File: src/rtl/hbus_pkg.sv
package hbus_pkg;
  localparam int unsigned HB_AW   = 3;
  localparam int unsigned HB_DW   = 16;
  localparam int unsigned HB_BW   = 8;
  localparam int unsigned HB_NB   = HB_DW / HB_BW;
  localparam int unsigned HB_NREG = 1 << HB_AW;

  typedef logic [HB_AW-1:0] hb_addr_t;
  typedef logic [HB_DW-1:0] hb_word_t;

  // One request as produced by either bus front end
  typedef struct packed {
    logic             rd;     // single-cycle register read
    logic             wr;     // single-cycle register write
    hb_addr_t         addr;   // register index
    logic [HB_NB-1:0] lanes;  // byte lanes the host marked
    hb_word_t         wdata;  // raw host data
    logic             a0;     // byte select for the narrow path
    logic             oe;     // read data window
  } hb_req_t;

  typedef enum logic [1:0] {
    SC_IDLE = 2'd0,
    SC_WAIT = 2'd1,
    SC_ACC  = 2'd2,
    SC_RDY  = 2'd3
  } sc_state_t;
endpackage

File: src/rtl/hbus_sync.sv
module hbus_sync #(
  parameter int unsigned W       = 1,
  parameter int unsigned STAGES  = 2,
  parameter logic        RST_VAL = 1'b0
) (
  input  logic         clk_i,
  input  logic         rst_ni,
  input  logic [W-1:0] d_i,
  output logic [W-1:0] q_o
);
  logic [STAGES-1:0][W-1:0] st_q;

  always_ff @(posedge clk_i or negedge rst_ni) begin
    if (!rst_ni) begin
      st_q <= {(STAGES*W){RST_VAL}};
    end else begin
      st_q[0] <= d_i;
      for (int i = 1; i < STAGES; i++) begin
        st_q[i] <= st_q[i-1];
      end
    end
  end

  assign q_o = st_q[STAGES-1];
endmodule

File: src/rtl/hbus_async_fe.sv
module hbus_async_fe
  import hbus_pkg::*;
#(
  parameter int unsigned SYNC_STAGES = 2
) (
  input  logic     clk_i,
  input  logic     rst_ni,
  input  logic     cs_ni,
  input  logic     rd_ni,
  input  logic     hb_ni,
  input  logic     lb_ni,
  input  hb_addr_t addr_i,
  input  hb_word_t data_i,
  output hb_req_t  req_o
);
  logic [3:0] raw_n, syn_n;
  logic       cs_a, rd_a, hb_a, lb_a;
  logic       wr_act, rd_act, commit;

  logic             wr_prev_q, wr_prev_d;
  logic             rd_prev_q, rd_prev_d;
  hb_addr_t         cap_addr_q, cap_addr_d;
  hb_word_t         cap_data_q, cap_data_d;
  logic [HB_NB-1:0] lanes_q, lanes_d;

  assign raw_n = {cs_ni, rd_ni, hb_ni, lb_ni};

  hbus_sync #(.W(4), .STAGES(SYNC_STAGES), .RST_VAL(1'b1)) u_sync (
    .clk_i (clk_i),
    .rst_ni(rst_ni),
    .d_i   (raw_n),
    .q_o   (syn_n)
  );

  assign cs_a = ~syn_n[3];
  assign rd_a = ~syn_n[2];
  assign hb_a = ~syn_n[1];
  assign lb_a = ~syn_n[0];

  assign wr_act = cs_a & (hb_a | lb_a);
  assign rd_act = cs_a & rd_a;
  assign commit = wr_prev_q & ~wr_act;

  always_comb begin
    wr_prev_d  = wr_act;
    rd_prev_d  = rd_act;
    cap_addr_d = cap_addr_q;
    cap_data_d = cap_data_q;
    lanes_d    = '0;
    if (wr_act) begin
      cap_addr_d = addr_i;
      cap_data_d = data_i;
      lanes_d    = lanes_q | {hb_a, lb_a};
    end
  end

  always_ff @(posedge clk_i or negedge rst_ni) begin
    if (!rst_ni) begin
      wr_prev_q  <= 1'b0;
      rd_prev_q  <= 1'b0;
      cap_addr_q <= '0;
      cap_data_q <= '0;
      lanes_q    <= '0;
    end else begin
      wr_prev_q  <= wr_prev_d;
      rd_prev_q  <= rd_prev_d;
      cap_addr_q <= cap_addr_d;
      cap_data_q <= cap_data_d;
      lanes_q    <= lanes_d;
    end
  end

  always_comb begin
    req_o       = '0;
    req_o.wr    = commit;
    req_o.rd    = rd_act & ~rd_prev_q;
    req_o.addr  = commit ? cap_addr_q : addr_i;
    req_o.lanes = lanes_q;
    req_o.wdata = cap_data_q;
    req_o.a0    = commit ? cap_data_q[HB_DW-1] : data_i[HB_DW-1];
    req_o.oe    = rd_act & rd_prev_q;
  end
endmodule

File: src/rtl/hbus_clk_fe.sv
module hbus_clk_fe
  import hbus_pkg::*;
(
  input  logic     clk_i,
  input  logic     rst_ni,
  input  logic     cyc3_i,
  input  logic     cs_ni,
  input  logic     as_ni,
  input  logic     rw_i,
  input  logic     hb_ni,
  input  logic     lb_ni,
  input  hb_addr_t addr_i,
  input  hb_word_t data_i,
  output hb_req_t  req_o,
  output logic     rdy_no
);
  sc_state_t        st_q, st_d;
  hb_addr_t         addr_q, addr_d;
  hb_word_t         data_q, data_d;
  logic             rw_q, rw_d;
  logic [HB_NB-1:0] lanes_q, lanes_d;
  logic             start;

  assign start = (st_q == SC_IDLE) & ~as_ni & ~cs_ni;

  always_comb begin
    st_d    = st_q;
    addr_d  = addr_q;
    data_d  = data_q;
    rw_d    = rw_q;
    lanes_d = lanes_q;
    unique case (st_q)
      SC_IDLE: if (start) begin
        st_d    = cyc3_i ? SC_WAIT : SC_ACC;
        addr_d  = addr_i;
        data_d  = data_i;
        rw_d    = rw_i;
        lanes_d = {~hb_ni, ~lb_ni};
      end
      SC_WAIT: st_d = SC_ACC;
      SC_ACC:  st_d = SC_RDY;
      SC_RDY:  st_d = SC_IDLE;
      default: st_d = SC_IDLE;
    endcase
  end

  always_ff @(posedge clk_i or negedge rst_ni) begin
    if (!rst_ni) begin
      st_q    <= SC_IDLE;
      addr_q  <= '0;
      data_q  <= '0;
      rw_q    <= 1'b1;
      lanes_q <= '0;
    end else begin
      st_q    <= st_d;
      addr_q  <= addr_d;
      data_q  <= data_d;
      rw_q    <= rw_d;
      lanes_q <= lanes_d;
    end
  end

  always_comb begin
    req_o       = '0;
    req_o.rd    = (st_q == SC_ACC) & rw_q;
    req_o.wr    = (st_q == SC_ACC) & ~rw_q;
    req_o.addr  = addr_q;
    req_o.lanes = lanes_q;
    req_o.wdata = data_q;
    req_o.a0    = data_q[HB_DW-1];
    req_o.oe    = (st_q == SC_RDY) & rw_q;
  end

  assign rdy_no = (st_q != SC_RDY);
endmodule

File: src/rtl/hbus_steer.sv
module hbus_steer
  import hbus_pkg::*;
(
  input  logic             size8_i,
  input  hb_req_t          req_i,
  input  hb_word_t         rdata_i,
  input  hb_word_t         defbits_i,
  output logic [HB_NB-1:0] wmask_o,
  output hb_word_t         wdata_o,
  output hb_word_t         rword_o
);
  hb_word_t masked;
  logic     any_lane;

  assign any_lane = |req_i.lanes;
  assign masked   = rdata_i & defbits_i;

  for (genvar g = 0; g < HB_NB; g++) begin : g_lane
    assign wmask_o[g] = size8_i ? (any_lane & (req_i.a0 == 1'(g)))
                                : req_i.lanes[g];
    assign wdata_o[g*HB_BW +: HB_BW] = size8_i ? req_i.wdata[HB_BW-1:0]
                                               : req_i.wdata[g*HB_BW +: HB_BW];
  end

  always_comb begin
    if (size8_i) begin
      rword_o = '0;
      rword_o[HB_BW-1:0] = req_i.a0 ? masked[HB_DW-1 -: HB_BW]
                                    : masked[HB_BW-1:0];
    end else begin
      rword_o = masked;
    end
  end
endmodule

File: src/rtl/hbus_regif.sv
module hbus_regif
  import hbus_pkg::*;
#(
  parameter int unsigned               SYNC_STAGES = 2,
  parameter logic [HB_NREG-1:0]        RO_MASK     = 8'b0000_1010,
  parameter logic [HB_NREG*HB_DW-1:0]  DEF_BITS    = {16'h0001, {7{16'hFFFF}}}
) (
  input  logic             clk_i,
  input  logic             rst_ni,
  input  logic             mode_clk_i,
  input  logic             size8_i,
  input  logic             cyc3_i,
  input  logic             cs_ni,
  input  logic             as_ni,
  input  logic             rd_ni,
  input  logic             hb_ni,
  input  logic             lb_ni,
  input  logic [2:0]       addr_i,
  input  logic [15:0]      data_i,
  output logic [15:0]      data_o,
  output logic             data_oe_o,
  output logic             rdy_no,
  output logic [2:0]       reg_addr_o,
  output logic             reg_rd_o,
  output logic             reg_wr_o,
  output logic [1:0]       reg_wmask_o,
  output logic [15:0]      reg_wdata_o,
  input  logic [15:0]      reg_rdata_i
);
  logic     rst_sn;
  hb_req_t  a_req, c_req, sel;
  logic     c_rdy_n;
  hb_word_t rword, defw;
  hb_word_t hold_q, hold_d;
  logic [HB_NB-1:0] wmask;

  // reset: asserted at once, released through two flops
  hbus_sync #(.W(1), .STAGES(2), .RST_VAL(1'b0)) u_rst_sync (
    .clk_i (clk_i),
    .rst_ni(rst_ni),
    .d_i   (1'b1),
    .q_o   (rst_sn)
  );

  hbus_async_fe #(.SYNC_STAGES(SYNC_STAGES)) u_async (
    .clk_i (clk_i),
    .rst_ni(rst_sn),
    .cs_ni (cs_ni),
    .rd_ni (rd_ni),
    .hb_ni (hb_ni),
    .lb_ni (lb_ni),
    .addr_i(addr_i),
    .data_i(data_i),
    .req_o (a_req)
  );

  hbus_clk_fe u_clkd (
    .clk_i (clk_i),
    .rst_ni(rst_sn),
    .cyc3_i(cyc3_i),
    .cs_ni (cs_ni),
    .as_ni (as_ni),
    .rw_i  (rd_ni),
    .hb_ni (hb_ni),
    .lb_ni (lb_ni),
    .addr_i(addr_i),
    .data_i(data_i),
    .req_o (c_req),
    .rdy_no(c_rdy_n)
  );

  assign sel  = mode_clk_i ? c_req : a_req;
  assign defw = DEF_BITS[sel.addr*HB_DW +: HB_DW];

  hbus_steer u_steer (
    .size8_i  (size8_i),
    .req_i    (sel),
    .rdata_i  (reg_rdata_i),
    .defbits_i(defw),
    .wmask_o  (wmask),
    .wdata_o  (reg_wdata_o),
    .rword_o  (rword)
  );

  assign reg_addr_o  = sel.addr;
  assign reg_rd_o    = sel.rd;
  assign reg_wr_o    = sel.wr & (|wmask) & ~RO_MASK[sel.addr];
  assign reg_wmask_o = wmask;

  always_comb begin
    hold_d = hold_q;
    if (sel.rd) hold_d = rword;
  end

  always_ff @(posedge clk_i or negedge rst_sn) begin
    if (!rst_sn) hold_q <= '0;
    else         hold_q <= hold_d;
  end

  assign data_o    = hold_q;
  assign data_oe_o = sel.oe;
  assign rdy_no    = mode_clk_i ? c_rdy_n : 1'b1;
endmodule

File: config.mk
export PLATFORM = sky130hd
export DESIGN_NAME = hbus_regif
export DESIGN_NICKNAME = d
export VERILOG_FILES = /design/src/rtl/hbus_pkg.sv /design/src/rtl/hbus_sync.sv /design/src/rtl/hbus_async_fe.sv /design/src/rtl/hbus_clk_fe.sv /design/src/rtl/hbus_steer.sv /design/src/rtl/hbus_regif.sv
export SDC_FILE = /design/constraint.sdc
export NUM_CORES = 1
export LEC_CHECK = 0
export ABC_CLOCK_PERIOD_IN_PS = 2250
export BUFFER_PORTS_ARGS = -buffer_cell sky130_fd_sc_hd__buf_2
export CORE_MARGIN = 3
export CORE_UTILIZATION = 47
export CTS_CLUSTER_DIAMETER = 100
export CTS_CLUSTER_SIZE = 12
export DETAILED_ROUTE_END_ITERATION = 8
export GPL_ROUTABILITY_DRIVEN = 0
export GPL_TIMING_DRIVEN = 1
export PLACE_DENSITY = 0.85
export SYNTH_ARGS = -nofsm -noshare
export SYNTH_HDL_FRONTEND = slang
export SYNTH_SLANG_ARGS = --single-unit
File: constraint.sdc
create_clock -name clk_i -period 2.25 [get_ports clk_i]
set_clock_uncertainty 0.15 [all_clocks]
set_input_delay 0.1125 -clock clk_i [delete_from_list [all_inputs] [get_ports clk_i]]
set_output_delay 0.1125 -clock clk_i [all_outputs]
set_load 0.05 [all_outputs]
==> run summary, run 1 <==
Clk network pwr share: 22.7%
Critical path fanouts, max: 5
Clock Latency Late Sink: 340 ps
Synth Area in Simple Gates: 21.1%
Post-route cell area: 4460 um2
Antenna fix cells: 0
Synth Register Bits: 73
Internal Power: 0.00307 W
Root Driver: clkbuf_8
Die height: 89.1 um
Yosys warns: 0
Die W: 89.1 um
CP Class: reg -> out
Final net count: 533
Routed Antenna Nets: 0
Worst EP arrival: 1950 ps
Clock Sinks: 73
Leakage: 2.34 nW
Synth Instances: 356
Seq pwr share: 36.1%
Crit-path max cell delay: 380 ps
Detail Placement HPWL: 5.42 mm
Commonest cells after routing, fill and taps aside: nand2_1 (159), buf_2 (83), dfrtp_1 (63), dlygate4sd3_1 (42), o21ai_0 (21)
Worst setup SP type: flip-flop
Fin. Hold Viols: 0
HP Class: reg -> async
All-layer global routing usage: 24.2%
Status: finished clean
Worst-case clock buffer depth: 2
Comb power frac: 41.2%
Rel. slew slack: 53.2%
Mux cell area share after synthesis: 8.33%
Fin Setup TNS: 0 ps
Area growth from synthesis to layout: 37.3%
Antenna violations before repair: 0
TritonCTS clock tree: built
DR pass1 iterations: 4
Crit. End Element: output pin
DRC: 0
Largest family of logic cells by synthesized area: simple AND/OR/NAND/NOR gates
Effective utilization at floorplan: 49.7%
Vias in the first global route: 3025
Initial drt markers: 163
Max-cap violations: 0
Seq/Total Area, Yosys: 56.6%
Switching portion of total power: 43.4%
H-tree Lvls: 3
Total power: 0.00542 W
Setup violators final: 0
Final worst-path cycle share: 98.3%
Vias after detailed routing: 3046
# IOs: 86
First-pass GRT wire length: 14.5 mm
Core outline area: 6530 um2
CP Cell Sequence: a21o_1, a32o_1, o21ai_4, a21boi_1, buf_2
Most common cell after layout, fill and taps aside: nand2_1
Synthesized cell area: 3250 um2
Adder and majority cell fraction of the synthesized area: 1.16%
PortBufs: 85
Max Slew Vio Count: 0
Vias per std cell: 5.37
Share of cells above drive strength 1: 26.1%
Period minus WS final: 2210 ps
Total CTS buffers: 9
Worst VDD drop: 0.732 mV
Slowest-stage cell, CP: dfstp_2
Clk slew on worst S/H paths: 80 ps
Netlist cell types: 33
RSZ-0062 raised after global routing: true
Placed Area: 3770 um2
Routed WL: 8.92 mm
Compound-Gate Fraction of Synth Area: 9.52%
Fmax: 0.452 GHz
Pwr/cell area: 1220 nW/um2
Largest net degree at the start of global routing: 72
Syn Nets: 404
WHS: 112 ps
Syn avg cell area: 9.12 um2
Grt ovf: 0
Switch Pwr: 0.00235 W
DR WL/cell: 15.7 um
Die area: 7940 um2
Worst slew pin tran: 701 ps
Row count: 29
CP Data Required Time: 1990 ps
Synth Area in XOR/XNOR: 0%
[sequential cells by signal, summed over array words and instances (netlist names), 2 cells and up]
signal,flops
u_async.u_sync.st_q,4
u_async.u_sync.q_o,4
u_async.cap_data_q,16
data_o,16
u_clkd.data_q,16
u_async.cap_addr_q,3
u_clkd.addr_q,3
u_clkd.lanes_q,2
u_async.lanes_q,2
u_clkd.st_q,2
[cells in the mapped netlist, drive strengths merged]
cell type,n,area share [%]
o211ai,1,0.23
and2,1,0.19
o221ai,1,0.27
or3,1,0.19
inv,10,1.2
nand2,160,19
dfstp,9,7.3
clkbuf,12,1.4
o22ai,3,0.58
nor2b,2,0.39
mux2i,18,5.6
ha,3,1.2
nand4,1,0.19
a21boi,2,0.58
a21oi,5,0.77
a21o,1,0.23
buf,4,0.58
o21ai,32,5.3
o32a,1,0.31
a32o,2,0.62
o31ai,2,0.46
a31oi,1,0.19
nand3,4,0.62
nand2b,1,0.19
nor2,5,0.58
nand4b,1,0.27
conb,1,0.12
mux2,8,2.8
dfrtp,64,49
[through the flow]
step / setup WS (ps) / utilization (%) / cells
after CTS: 41.7 / 68.1 / 567
after floorplan: -109 / - / 356
after detailed placement: -90.0 / 57.8 / 508
final: 38.6 / 68.2 / 567
after global routing: 3.33 / 68.2 / 567
after global placement: 3.60 / 57.8 / 508
[layout make-up]
type / count / area [um2]
inverter: 10 / 41.3
multi-input combinational: 257 / 1320
tap: 77 / 96.3
clock inverter: 5 / 104
timing repair buffer: 134 / 928
sequential: 73 / 1840
fill: 477 / 2070
clock buffer: 11 / 131
[metal layers]
layer	part of all wire [%]	wire [um]	global-route usage, %
met1	38	3350	28.6
met2	50	4490	39.7
met3	8.4	747	7.47
met4	3.7	331	12.6
met5	0	0	0
[worst paths after layout]
| kind | cells after the start | from | endpoint | slack, ps |
|---|---|---|---|---|
| min | 1 | u_rst_sync.q_o | data_o[11] | 110 |
| max in group asynchronous | 3 | rst_ni | u_rst_sync.q_o | 1350 |
| max reg2reg | 5 | u_async.u_sync.q_o[0] | data_o[9] | 240 |
| min in group clk_i | 4 | as_ni | u_clkd.st_q[0] | 110 |
| min reg2reg | 1 | u_rst_sync.q_o | data_o[11] | 110 |
| max | 5 | u_async.u_sync.q_o[1] | reg_wmask_o[0] | 40 |
[logic make-up after synthesis]
family | after synthesis
muxes | 26
buffers and inverters | 26
adders and majority gates | 3
DFF | 73
AOI/OAI and AO/OA | 51
and+or+nand+nor | 176
other | 1
[worst max-delay path: cells and delay by family, from the launching register on]
family          cells  cell delay, ps
flops               1             380
buf+inv             1             300
compound gates      4             940
[power groups by stage]
stage                     logic [W]  clock network [W]  registers, W
after floorplan             0.00114                  0       0.00240
after global placement      0.00208                  0       0.00195
after detailed placement    0.00213                  0       0.00197
after CTS                   0.00220            0.00124       0.00195
after global routing        0.00240            0.00132       0.00201
final                       0.00224            0.00123       0.00196
[what timing repair did]
item,in CTS,in global routing
pin swaps,0,0
gates cloned,0,0
endpoints found under the setup margin,8,9
buffers inserted,1,0
endpoints found under the hold margin,65,0
hold buffers,42,0
gates resized for setup,1,5
Note: power is estimated with default switching activity, not from simulation.
==> run 2, diff against run 1 <==
- BUFFER_PORTS_ARGS: -buffer_cell sky130_fd_sc_hd__buf_2 -> unset
- CORE_UTILIZATION: 47 -> 50
- DONT_BUFFER_PORTS: unset -> 1
- PLACE_DENSITY: 0.85 -> 0.78
==> run 2 against run 1 <==
  * Fmax up 6.7%
  * Core utilization decreased by 1.2 points
  * Design area is 8.3% lower
  * Combinational power is 32% lower
  * Setup slack gained 140 ps
  * Sequential share of layout area up 3.7 points
  * Flip-flop and latch count unchanged
  * Count of clock-buffer cells in the layout shrank 1
  * Hold slack got worse by 27 ps
  * Critical path depth unchanged
  * Total power shrank 6.9%
  * Clock power down 11%
  * Critical endpoint unchanged
==> run summary, run 2 (synthesis gave the netlist of run 1 again) <==
Status: finished clean
Crit. Startpoint: u_async.u_sync.q_o[1]
Max layer used: met4
Rel. slew slack: 35.4%
Clock Latency Late Sink: 340 ps
Max Slew Vio Count: 0
CP Data Required Time: 1990 ps
Die height: 86.6 um
H-tree Lvls: 3
WHS: 84.7 ps
Detail Placement HPWL: 5.06 mm
Leakage: 2.03 nW
Worst slew pin tran: 963 ps
Clk slew on worst S/H paths: 80 ps
Period minus WS final: 2070 ps
Switching portion of total power: 44.1%
Worst VDD drop: 0.837 mV
All-layer global routing usage: 22.3%
Antenna violations before repair: 0
# IOs: 86
First-pass GRT wire length: 13.0 mm
Die area: 7490 um2
DR pass1 iterations: 4
Internal Power: 0.00282 W
Antenna fix cells: 0
Total CTS buffers: 9
Final worst-path cycle share: 92.1%
Grt ovf: 0
Fin. Hold Viols: 0
Setup violators final: 0
Commonest cells after routing, fill and taps aside: nand2_1 (159), dfrtp_1 (63), dlygate4sd3_1 (43), mux2i_1 (17), o21ai_1 (17)
Core outline area: 6100 um2
CP Class: reg -> out
DP Cell Count: 431
Critical path fanouts, max: 4
Vias after detailed routing: 2658
Fin Setup TNS: 0 ps
Seq pwr share: 48.5%
Vias per std cell: 5.42
Post-route cell area: 4090 um2
Clock Sinks: 73
Worst EP arrival: 1810 ps
Met2 wire length: 3.98 mm
Met3 wire len: 604 um
Reg2reg start: u_async.u_sync.q_o[0]
Share of cells above drive strength 1: 13.0%
Effective utilization at floorplan: 53.2%
Routed Antenna Nets: 0
Die W: 86.6 um
Routed WL: 7.89 mm
Most common cell after layout, fill and taps aside: nand2_1
HP Class: reg -> async
Max-cap violations: 0
Crit. End Element: output pin
DR WL/cell: 16.1 um
R2r worst-path depth: 5
Row count: 28
Placed Area: 3430 um2
PortBufs: 0
Switch Pwr: 0.00223 W
Area growth from synthesis to layout: 25.9%
Largest net degree at the start of global routing: 49
Clk network pwr share: 21.5%
RSZ-0062 raised after global routing: false
Met1 wire length: 3.16 mm
Fmax: 0.482 GHz
TritonCTS clock tree: built
Final net count: 459
DRC: 0
Root Driver: clkbuf_8
Worst setup SP type: flip-flop
Comb power frac: 30.0%
Vias in the first global route: 2761
Fin cells: 490
Worst-case clock buffer depth: 2
Pwr/cell area: 1230 nW/um2
Initial drt markers: 122
## run 2: critical path: stages (launching register included)
cell and delay (ps):
dfstp_2 380, a21o_1 220, a32o_1 300, o21ai_4 150
a21boi_1 200, buf_4 220
## run 2: per-layer routing
metal | vias to the layer above | global-route usage (%)
met5 | - | 0
met4 | 0 | 9.07
met3 | 14 | 7.70
met2 | 105 | 36.0
met1 | 1277 | 27.6
li1 | 1262 | -
## run 2: timing repair
action                     in CTS  in global routing
gates resized for setup         1                  2
hold buffers                   43                  0
hold endpoints to repair       65                  0
setup endpoints to repair       8                  1
setup buffers                   1                  0
## run 2: power by group through the flow
| stage | Clock, W | Sequential [W] | Combinational [W] |
|---|---|---|---|
| 2_1_floorplan | 0 | 0.00240 | 0.00114 |
| 3_3_place_gp | 0 | 0.00246 | 0.00139 |
| 3_5_place_dp | 0 | 0.00248 | 0.00143 |
| 4_1_cts | 0.00111 | 0.00245 | 0.00151 |
| 5_1_grt | 0.00116 | 0.00250 | 0.00166 |
| 6_report | 0.00109 | 0.00245 | 0.00152 |
## run 2: layout make-up
class | instances | area (um2)
inverter | 10 | 37.5
clock buffer | 10 | 128
multi-input combinational | 257 | 1330
tap | 75 | 93.8
fill | 480 | 2010
clock inverter | 5 | 81.3
timing repair buffer | 60 | 583
sequential | 73 | 1840
## run 2: path summary, 6_finish.rpt
path,to,slack (ps)
setup / recovery,reg_wmask_o[0],180
hold / removal,data_o[11],80
setup reg to reg,data_o[15],300
hold reg to reg,data_o[11],80
max in group asynchronous,u_async.u_sync.q_o[0],1180
min in group clk_i,data_o[0],100
## run 2: through the flow
step / utilization [%] / setup slack, ps / total power, W
detailed placement: 56.2 / -62.1 / 0.00390
global route: 67.1 / 80.1 / 0.00533
CTS: 67.0 / 98.3 / 0.00507
finish: 67.1 / 177 / 0.00505
global placement: 56.2 / -7.65 / 0.00384
floorplan: - / -109 / 0.00354
==> run 3, diff against run 2 <==
- MAX_ROUTING_LAYER: unset -> met4
==> run 3 against run 2 <==
  * Setup slack hardly changed
  * Clock power about the same
  * Core utilization is the same
  * Combinational power about the same
  * Total power about the same
  * Count of clock-buffer cells in the layout is the same
  * Fmax barely moved
  * Cell count unchanged
  * Design area did not move
  * Non-clock buffer count did not move
  * Routed wire length is 0.46% higher
  * Hold slack better by 0.72 ps
==> run summary, run 3 (synthesis gave the netlist of run 1 again) <==
Total power: 0.00505 W
Met3 wire len: 641 um
Antenna fix cells: 0
Placed Area: 3430 um2
Critical path capture point: reg_wmask_o[0]
Clock Sinks: 73
Met2 wire length: 3.95 mm
Final worst-path cycle share: 92.1%
Worst setup SP type: flip-flop
DP Worst Slack: -62.1 ps
Crit. Startpoint: u_async.u_sync.q_o[1]
Post-route cell area: 4090 um2
HP Class: reg -> async
Vias after detailed routing: 2660
Effective utilization at floorplan: 53.2%
Crit. End Element: output pin
Status: finished clean
Setup slack, reg-to-reg: 310 ps
Max Slew Vio Count: 0
Clock Latency Late Sink: 340 ps
DRC: 0
Worst-case clock buffer depth: 2
Routed WL: 7.92 mm
Period minus WS final: 2070 ps
Largest net degree at the start of global routing: 49
Core outline area: 6100 um2
All-layer global routing usage: 23.0%
Die W: 86.6 um
Antenna violations before repair: 0
Leakage: 2.03 nW
RSZ-0062 raised after global routing: false
Grt ovf: 0
Final net count: 459
Die height: 86.6 um
Vias in the first global route: 2759
First-pass GRT wire length: 13.1 mm
Met1 wire length: 3.17 mm
Pwr/cell area: 1230 nW/um2
CP Data Required Time: 1990 ps
Fin. Hold Viols: 0
CP Cell Sequence: a21o_1, a32o_1, o21ai_4, a21boi_1, buf_4
Worst slew pin tran: 954 ps
Initial drt markers: 132
Setup slack after layout: 177 ps
PortBufs: 0
Clk slew on worst S/H paths: 70 ps
Fill count: 480
Area growth from synthesis to layout: 25.9%
# IOs: 86
Routed Antenna Nets: 0
TritonCTS clock tree: built
Max-cap violations: 0
Rel. slew slack: 36.0%
Worst EP arrival: 1810 ps
Vias per std cell: 5.43
Detail Placement HPWL: 5.06 mm
Most common cell after layout, fill and taps aside: nand2_1
Die area: 7490 um2
Max layer used: met4
Worst VDD drop: 0.833 mV
DR WL/cell: 16.2 um
H-tree Lvls: 3
Capture point of the worst reg-to-reg path: u_async.cap_addr_q[0]
Slowest-stage cell, CP: dfstp_2
Share of cells above drive strength 1: 13.0%
DR pass1 iterations: 4
WHS: 85.5 ps
Root Driver: clkbuf_8
Setup violators final: 0
Commonest cells after routing, fill and taps aside: nand2_1 (159), dfrtp_1 (63), dlygate4sd3_1 (43), mux2i_1 (17), o21ai_1 (17)
Reg2reg start: u_async.u_sync.q_o[0]
CP Class: reg -> out
Critical path fanouts, max: 4
Post-layout util: 67.1%
Fmax: 0.482 GHz
Total CTS buffers: 9
R2r worst-path depth: 5
Row count: 28
Crit-path max cell delay: 370 ps
## run 3: repair_timing
action,4_1_cts,5_1_grt
endpoints found under the hold margin,65,0
setup buffers,1,0
resized for setup,1,2
endpoints found under the setup margin,8,1
hold buffers,43,0
## run 3: layer usage
| layer | vias to the layer above | global-route usage [%] |
|---|---|---|
| li1 | 1263 | - |
| met1 | 1272 | 27.4 |
| met2 | 108 | 36.2 |
| met3 | 17 | 7.70 |
| met4 | 0 | 9.07 |
| met5 | - | - |
## run 3: report_power, final
part	internal (W)	total, W	leakage, nW	switching (W)
clock network	0.000618	0.00108	0.102	0.000466
logic	0.000498	0.00152	1.03	0.00102
registers	0.00171	0.00245	0.892	0.000742
total	0.00282	0.00505	2.03	0.00223
## run 3: stage by stage
| step | setup TNS [ps] | std cells |
|---|---|---|
| floorplan | -124 | 356 |
| global placement | -36.4 | 431 |
| detailed placement | -293 | 431 |
| CTS | 0 | 490 |
| global route | 0 | 490 |
| finish | 0 | 490 |
## run 3: how the worst min path moves through the flow
stage | startpoint | to | slack (ps) | cells past startpoint
after global placement | rst_ni | u_rst_sync.st_q[0] | -330 | 0
after floorplan | rst_ni | u_rst_sync.q_o | -330 | 0
after global routing | addr_i[0] | data_o[0] | 120 | 5
after detailed placement | rst_ni | u_rst_sync.st_q[0] | -330 | 0
final | u_rst_sync.q_o | data_o[11] | 90 | 0
after CTS | u_rst_sync.q_o | data_o[11] | 110 | 0
## run 3: cell type report
cell class / instances / area, um2 / share of cell area (%)
Multi-Input combinational cell: 257 / 1330 / 32.4
Sequential cell: 73 / 1840 / 45.0
Inverter: 10 / 37.5 / 0.918
Timing Repair Buffer: 60 / 583 / 14.3
Clock buffer: 10 / 128 / 3.12
Clock inverter: 5 / 81.3 / 1.99
Tap cell: 75 / 93.8 / 2.30
## run 3: worst max-delay path: cells and delay by family (launching register included)
kind	cells	cell delay, ps
compound gates	4	870
flops	1	370
buf+inv	1	220
